File: config.mk
export PLATFORM = sky130hd
export DESIGN_NAME = irq_sense_norm
export DESIGN_NICKNAME = d
export VERILOG_FILES = /design/src/rtl/irq_sense_pkg.sv /design/src/rtl/irq_sense_sync.sv /design/src/rtl/irq_sense_regs.sv /design/src/rtl/irq_sense_lane.sv /design/src/rtl/irq_sense_norm.sv
export SDC_FILE = /design/constraint.sdc
export NUM_CORES = 2
export LEC_CHECK = 0
export BUFFER_PORTS_ARGS = -buffer_cell sky130_fd_sc_hd__buf_2
export CAP_MARGIN = 40
export CORE_MARGIN = 10
export CORE_UTILIZATION = 60
export CTS_CLUSTER_DIAMETER = 30
export DETAILED_ROUTE_END_ITERATION = 10
export HOLD_SLACK_MARGIN = 0.1
export PLACE_DENSITY_LB_ADDON = 0.08
export SETUP_SLACK_MARGIN = 0.4
export SYNTH_ARGS = -nofsm -noshare
export SYNTH_HDL_FRONTEND = slang
export SYNTH_SLANG_ARGS = --single-unit
File: constraint.sdc
create_clock -name clk_i -period 12.49 [get_ports clk_i]
set_input_delay 2.498 -clock clk_i [delete_from_list [all_inputs] [get_ports clk_i]]
set_output_delay 2.498 -clock clk_i [all_outputs]
set_load 0.1 [all_outputs]
File: src/rtl/irq_sense_pkg.sv
package irq_sense_pkg;
  typedef enum logic [2:0] {
    SENSE_LVL_LO = 3'b000,
    SENSE_FALL   = 3'b010,
    SENSE_LVL_HI = 3'b100,
    SENSE_RISE   = 3'b110,
    SENSE_BOTH   = 3'b111
  } sense_e;
endpackage

File: src/rtl/irq_sense_sync.sv
module irq_sense_sync #(
  parameter int WIDTH  = 168,
  parameter int STAGES = 2
) (
  input  logic             clk_i,
  input  logic             rst_ni,
  input  logic [WIDTH-1:0] d_i,
  output logic [WIDTH-1:0] q_o
);
  logic [STAGES-1:0][WIDTH-1:0] pipe_q;

  always_ff @(posedge clk_i or negedge rst_ni) begin
    if (!rst_ni) pipe_q <= '0;
    else         pipe_q <= {pipe_q[STAGES-2:0], d_i};
  end

  assign q_o = pipe_q[STAGES-1];
endmodule

File: src/rtl/irq_sense_regs.sv
module irq_sense_regs #(
  parameter int NUM_PINS = 168,
  parameter int ADDR_W   = 12,
  parameter int DATA_W   = 32,
  parameter int EN_BASE  = 'h10,
  parameter int CFG_BASE = 'h110
) (
  input  logic                     clk_i,
  input  logic                     rst_ni,
  input  logic [ADDR_W-1:0]        addr_i,
  input  logic                     we_i,
  input  logic [DATA_W-1:0]        wdata_i,
  output logic [DATA_W-1:0]        rdata_o,
  output logic [NUM_PINS-1:0]      en_o,
  output logic [NUM_PINS-1:0][2:0] cfg_o,
  output logic [NUM_PINS-1:0]      cfg_wr_o
);
  localparam int EN_WORDS = (NUM_PINS + DATA_W - 1) / DATA_W;
  localparam int IDX_W    = ADDR_W - 2;
  localparam logic [ADDR_W-1:0] EN_LO  = ADDR_W'(EN_BASE);
  localparam logic [ADDR_W-1:0] EN_HI  = ADDR_W'(EN_BASE + 4 * EN_WORDS);
  localparam logic [ADDR_W-1:0] CFG_LO = ADDR_W'(CFG_BASE);
  localparam logic [ADDR_W-1:0] CFG_HI = ADDR_W'(CFG_BASE + 4 * NUM_PINS);

  logic [NUM_PINS-1:0]        en_q;
  logic [NUM_PINS-1:0][2:0]   cfg_q;
  logic [ADDR_W-1:0]          en_off, cfg_off;
  logic [IDX_W-1:0]           en_idx, cfg_idx;
  logic                       en_hit, cfg_hit;
  logic [EN_WORDS-1:0]        en_wsel;
  logic [EN_WORDS*DATA_W-1:0] en_pad;
  logic                       unused_lsb;

  assign en_off     = addr_i - EN_LO;
  assign cfg_off    = addr_i - CFG_LO;
  assign en_idx     = en_off[ADDR_W-1:2];
  assign cfg_idx    = cfg_off[ADDR_W-1:2];
  assign en_hit     = (addr_i >= EN_LO) && (addr_i < EN_HI);
  assign cfg_hit    = (addr_i >= CFG_LO) && (addr_i < CFG_HI);
  assign unused_lsb = ^{en_off[1:0], cfg_off[1:0]};
  assign en_pad     = (EN_WORDS*DATA_W)'(en_q);

  always_comb begin
    for (int k = 0; k < EN_WORDS; k++)
      en_wsel[k] = we_i && en_hit && (en_idx == IDX_W'(k));
    for (int n = 0; n < NUM_PINS; n++)
      cfg_wr_o[n] = we_i && cfg_hit && (cfg_idx == IDX_W'(n));
  end

  always_ff @(posedge clk_i or negedge rst_ni) begin
    if (!rst_ni) begin
      en_q  <= '0;
      cfg_q <= '0;
    end else begin
      for (int n = 0; n < NUM_PINS; n++) begin
        if (en_wsel[n / DATA_W]) en_q[n] <= wdata_i[n % DATA_W];
        if (cfg_wr_o[n])         cfg_q[n] <= wdata_i[2:0];
      end
    end
  end

  always_comb begin
    rdata_o = '0;
    for (int k = 0; k < EN_WORDS; k++)
      if (en_hit && en_idx == IDX_W'(k)) rdata_o = en_pad[k*DATA_W +: DATA_W];
    for (int n = 0; n < NUM_PINS; n++)
      if (cfg_hit && cfg_idx == IDX_W'(n)) rdata_o = DATA_W'(cfg_q[n]);
  end

  assign en_o  = en_q;
  assign cfg_o = cfg_q;

  p_cfg_upper_zero_r3: assert property (@(posedge clk_i) disable iff (!rst_ni)
    cfg_hit |-> (rdata_o[DATA_W-1:3] == '0));
  p_miss_reads_zero_r3: assert property (@(posedge clk_i) disable iff (!rst_ni)
    (!cfg_hit && !en_hit) |-> (rdata_o == '0));
  p_miss_no_write_r3: assert property (@(posedge clk_i) disable iff (!rst_ni)
    (we_i && !cfg_hit && !en_hit) |=> ($stable(en_q) && $stable(cfg_q)));
endmodule

File: src/rtl/irq_sense_lane.sv
module irq_sense_lane
  import irq_sense_pkg::*;
(
  input  logic       clk_i,
  input  logic       rst_ni,
  input  logic       sync_i,
  input  logic       en_i,
  input  logic [2:0] cfg_i,
  input  logic       cfg_wr_i,
  output logic       irq_o
);
  logic prev_q, irq_q, rise, fall, hit;

  assign rise = sync_i & ~prev_q;
  assign fall = ~sync_i & prev_q;

  always_comb begin
    case (cfg_i)
      SENSE_LVL_LO: hit = ~sync_i;
      SENSE_LVL_HI: hit = sync_i;
      SENSE_RISE:   hit = rise;
      SENSE_FALL:   hit = fall;
      SENSE_BOTH:   hit = rise | fall;
      default:      hit = 1'b0;
    endcase
  end

  always_ff @(posedge clk_i or negedge rst_ni) begin
    if (!rst_ni) begin
      prev_q <= 1'b0;
      irq_q  <= 1'b0;
    end else begin
      prev_q <= sync_i;
      irq_q  <= cfg_wr_i ? 1'b0 : (en_i & hit);
    end
  end

  assign irq_o = irq_q;

  p_disabled_low_r9: assert property (@(posedge clk_i) disable iff (!rst_ni)
    !$past(en_i) |-> !irq_o);
  p_single_pulse_r6: assert property (@(posedge clk_i) disable iff (!rst_ni)
    (irq_o && (cfg_i == SENSE_RISE || cfg_i == SENSE_FALL)) |=> !irq_o);
  p_level_hi_r4: assert property (@(posedge clk_i) disable iff (!rst_ni)
    (en_i && cfg_i == SENSE_LVL_HI && !cfg_wr_i) |=> (irq_o == $past(sync_i)));
  p_level_lo_r5: assert property (@(posedge clk_i) disable iff (!rst_ni)
    (en_i && cfg_i == SENSE_LVL_LO && !cfg_wr_i) |=> (irq_o != $past(sync_i)));
  p_wr_quiet_r10: assert property (@(posedge clk_i) disable iff (!rst_ni)
    cfg_wr_i |=> !irq_o);
endmodule

File: src/rtl/irq_sense_norm.sv
module irq_sense_norm #(
  parameter int NUM_PINS = 168,
  parameter int ADDR_W   = 12,
  parameter int DATA_W   = 32,
  parameter int EN_BASE  = 'h10,
  parameter int CFG_BASE = 'h110,
  parameter int SYNC_STG = 2
) (
  input  logic                clk_i,
  input  logic                rst_ni,
  input  logic [NUM_PINS-1:0] irq_i,
  input  logic [ADDR_W-1:0]   reg_addr_i,
  input  logic                reg_we_i,
  input  logic [DATA_W-1:0]   reg_wdata_i,
  output logic [DATA_W-1:0]   reg_rdata_o,
  output logic [NUM_PINS-1:0] irq_o
);
  logic [NUM_PINS-1:0]      sync;
  logic [NUM_PINS-1:0]      en;
  logic [NUM_PINS-1:0][2:0] cfg;
  logic [NUM_PINS-1:0]      cfg_wr;

  irq_sense_sync #(.WIDTH(NUM_PINS), .STAGES(SYNC_STG)) u_sync (
    .clk_i (clk_i),
    .rst_ni(rst_ni),
    .d_i   (irq_i),
    .q_o   (sync)
  );

  irq_sense_regs #(
    .NUM_PINS(NUM_PINS), .ADDR_W(ADDR_W), .DATA_W(DATA_W),
    .EN_BASE(EN_BASE), .CFG_BASE(CFG_BASE)
  ) u_regs (
    .clk_i   (clk_i),
    .rst_ni  (rst_ni),
    .addr_i  (reg_addr_i),
    .we_i    (reg_we_i),
    .wdata_i (reg_wdata_i),
    .rdata_o (reg_rdata_o),
    .en_o    (en),
    .cfg_o   (cfg),
    .cfg_wr_o(cfg_wr)
  );

  for (genvar n = 0; n < NUM_PINS; n++) begin : g_lane
    irq_sense_lane u_lane (
      .clk_i   (clk_i),
      .rst_ni  (rst_ni),
      .sync_i  (sync[n]),
      .en_i    (en[n]),
      .cfg_i   (cfg[n]),
      .cfg_wr_i(cfg_wr[n]),
      .irq_o   (irq_o[n])
    );
  end
endmodule

==> qor.yml <==
floorplanning:
  dieArea_mm2: 0.1215
  rows: 120
  die_h_um: 348.5
  ios: 415
  die_w_um: 348.5
  start_util: 0.6049
  core_mm2: 0.1071
synth:
  postSynthCellCount: 5903
  yosysSeqAreaShare: 0.5194
  yosysTopAreaCell: "dfrtp_1"
  synth.distinct_cells: 89
  synthArstFlopShare: 1.000
  yosys_register_bits: 1344
  syn-cell-area_mm2: 0.06476
  yosys.area.top_type_share: 0.5194
  synth_ff_type: "dfrtp_1"
  synth_area_leaders: "dfrtp_1 (52%), mux2_2 (12%), ha_1 (6.5%), o21ai_0 (3.2%), inv_1 (2.7%)"
  ys_warn_count: 0
  syn-num-nets: 6454
  syn_avg_cell_area_um2: 10.97
  synth-edff-count: 0
global_routing:
  track_usage: 0.4115
  overflow: 0
  antenna_found_initial: 19
  grt_pass1_wl_um: 364200
  grt_max_degree: 170
  grt_pass1_vias: 53250
route:
  routed_wl_um: 254700
  drtPass1Iterations: 10
  via_per_inst: 6.618
  drt_iter0_drc: 6397
  vias: 52680
  avgRoutedWirePerCell_um: 32.00
  drc: 0
  antenna_left: 0
power:
  p_leak_nw: 38.32
  p_total_mw: 12.53
  power_density_mw_per_mm2: 162.1
  p_clk_frac: 0.590
  max-vdd-ir-drop_uv: 156.3
  comb_power_share: 0.047
  seqPwrFrac: 0.362
  p_sw_mw: 2.966
  p_int_mw: 9.566
  netSwitchingFraction: 0.2367
placement:
  post_dp_cell_area_mm2: 0.06786
  gp_congestion: 1.079
  port_buffers: 412
  hpwl_um: 179900
  post-place-cells: 7454
final_layout:
  final_cell_mix: "dfrtp_1 (1344), mux2_2 (688), inv_1 (469), o21ai_0 (417)"
  drive_gt1_frac: 0.2723
  fin_nets: 6890
  layout_commonest_cell: "dfrtp_1"
  final_cells: 7960
  seqCellArea_mm2: 0.03363
  syn_to_final_growth_pct: 19.37
  fill_cells: 7254
  final_cell_area_mm2: 0.07730
  multiInputGateArea_mm2: 0.02725
sta:
  period_share: 0.8424
  finalSetupViolCount: 0
  finalHoldViolations: 0
  maxSlewViolCount: 0
  rsz0062_at_grt: "false"
  tightest_slew_ns: 1.039
  finClkSkew_ns: 0.05018
  max_freq_mhz: 95.04
  min_period_ns: 10.52
  tns_ns: 0
  relSlewSlack: 0.3058
clocking:
  htreeDepth: 5
  postCtsSetupRepairBufs: 0
  clk_pin_slew_ns: 0.05
  cts_resized: 0
  holdBufCountCts: 0
  clockBufferDepth: 4
  cts-root-buf: "clkbuf_16"
  clock-sinks: 1344
  cts_made_buffers: 284
  cts_tree: "built"
  clock_latency_ns: 0.89
critical_path:
  slowest_stage: "a222oi_1"
  reg2reg_slack_ns: 10.59
  slowest_delay_ns: 0.82
  cp-start-kind: "primary input"
  path_class: "in2out"
  cp.required_ns: 9.99
  crit_start: "reg_addr_i[5]"
  arrival_ns: 8.02
  crit_chain: "buf_2, buf_4, a21oi_1, o22ai_4, buf_4, nor2_4, a222oi_1, a21oi_1, o41ai_1, or4_1, a211oi_2, a2111oi_2, buf_2"
  end_kind: "output pin"
  r2r_start: "u_sync.q_o[78]"
  crit_fanout: 45
hold_path:
  min_from: "u_sync.pipe_q[122]"
  hold_path_class: "reg2reg"
flow_run:
  cap_violations: 0
outcome:
  outcome: "finished, final reports clean"
## per-layer routing
metal,vias to the layer above,global-route usage,share of wire
met5,-,0,0.00035
met4,14,0.2987,0.086
met3,1062,0.1326,0.12
met2,3535,0.6179,0.44
met1,26280,0.4975,0.36
li1,21790,-,-
## synthesized netlist by cell type, types with 16 or more instances
master / n
ha_1: 336
buf_2: 37
clkbuf_1: 153
nand4b_1: 151
dfrtp_1: 1344
o221ai_1: 23
and3_1: 106
nand4_1: 21
nand2_1: 415
a211oi_1: 54
nor3_1: 48
and4b_1: 18
o22ai_1: 58
mux2i_1: 34
o21ai_0: 417
nor4_1: 22
buf_1: 33
a22oi_1: 86
a21oi_1: 315
a31oi_1: 50
nand3_1: 72
nor2_1: 412
a221o_1: 16
mux2_2: 688
buf_4: 172
inv_1: 469
o211ai_1: 49
nand2b_1: 25
## flip-flops by register name (all words and copies together) (netlist names)
name and count:
u_sync.q_o 168, g_lane.u_lane.irq_o 168, u_regs.en_o 168, u_sync.pipe_q 168, g_lane.u_lane.prev_q 168, u_regs.cfg_o 504
## power groups by stage
stage               Clock (mW)  Combinational, mW  Sequential [mW]
detailed placement           0              0.565             4.61
finish                    7.40              0.591             4.54
CTS                       7.42              0.576             4.54
global placement             0              0.536             4.60
floorplan                    0              0.280             4.57
global route              7.65              0.637             4.55
## final cells by class
class                           instances  share of cell area
Tap cell                             1403             0.02271
Clock inverter                        152             0.02310
Antenna cell                           13           0.0004208
Sequential cell                      1344              0.4351
Timing Repair Buffer                  556             0.04480
Inverter                              470             0.02282
Clock buffer                          339             0.09851
Multi-Input combinational cell       3683              0.3525
## metrics by stage
step                setup WS [ns]  hold slack (ns)  utilization
floorplan                   3.336           0.3312            -
global placement            2.316           0.3320       0.6301
detailed placement          2.550           0.3347       0.6339
global route                2.317           0.3337       0.7218
finish                      1.968           0.3339       0.7221
CTS                         2.527           0.3345       0.7217
## logic make-up after synthesis
family | after synthesis | synth area share
DFF | 1344 | 0.5194
AOI/OAI and AO/OA | 1240 | 0.1182
muxes | 725 | 0.1259
buffers and inverters | 876 | 0.06264
and+or+nand+nor | 1382 | 0.1089
adders and majority gates | 336 | 0.06492
## final timing paths
kind | endpoint | cells past startpoint
min in group asynchronous | g_lane[8].u_lane.prev_q | 1
hold / removal | u_sync.q_o[122] | 0
setup reg to reg | g_lane[78].u_lane.irq_o | 5
setup / recovery | reg_rdata_o[2] | 13
max in group asynchronous | u_regs.cfg_o[83] | 3
hold reg to reg | u_sync.q_o[122] | 0
## worst max-delay path: cells and delay by family
family | cells | cell delay (ns)
buf+inv | 4 | 1.60
compound gates | 7 | 3.57
simple gates | 2 | 0.34
Note: power is estimated with default switching activity, not from simulation.
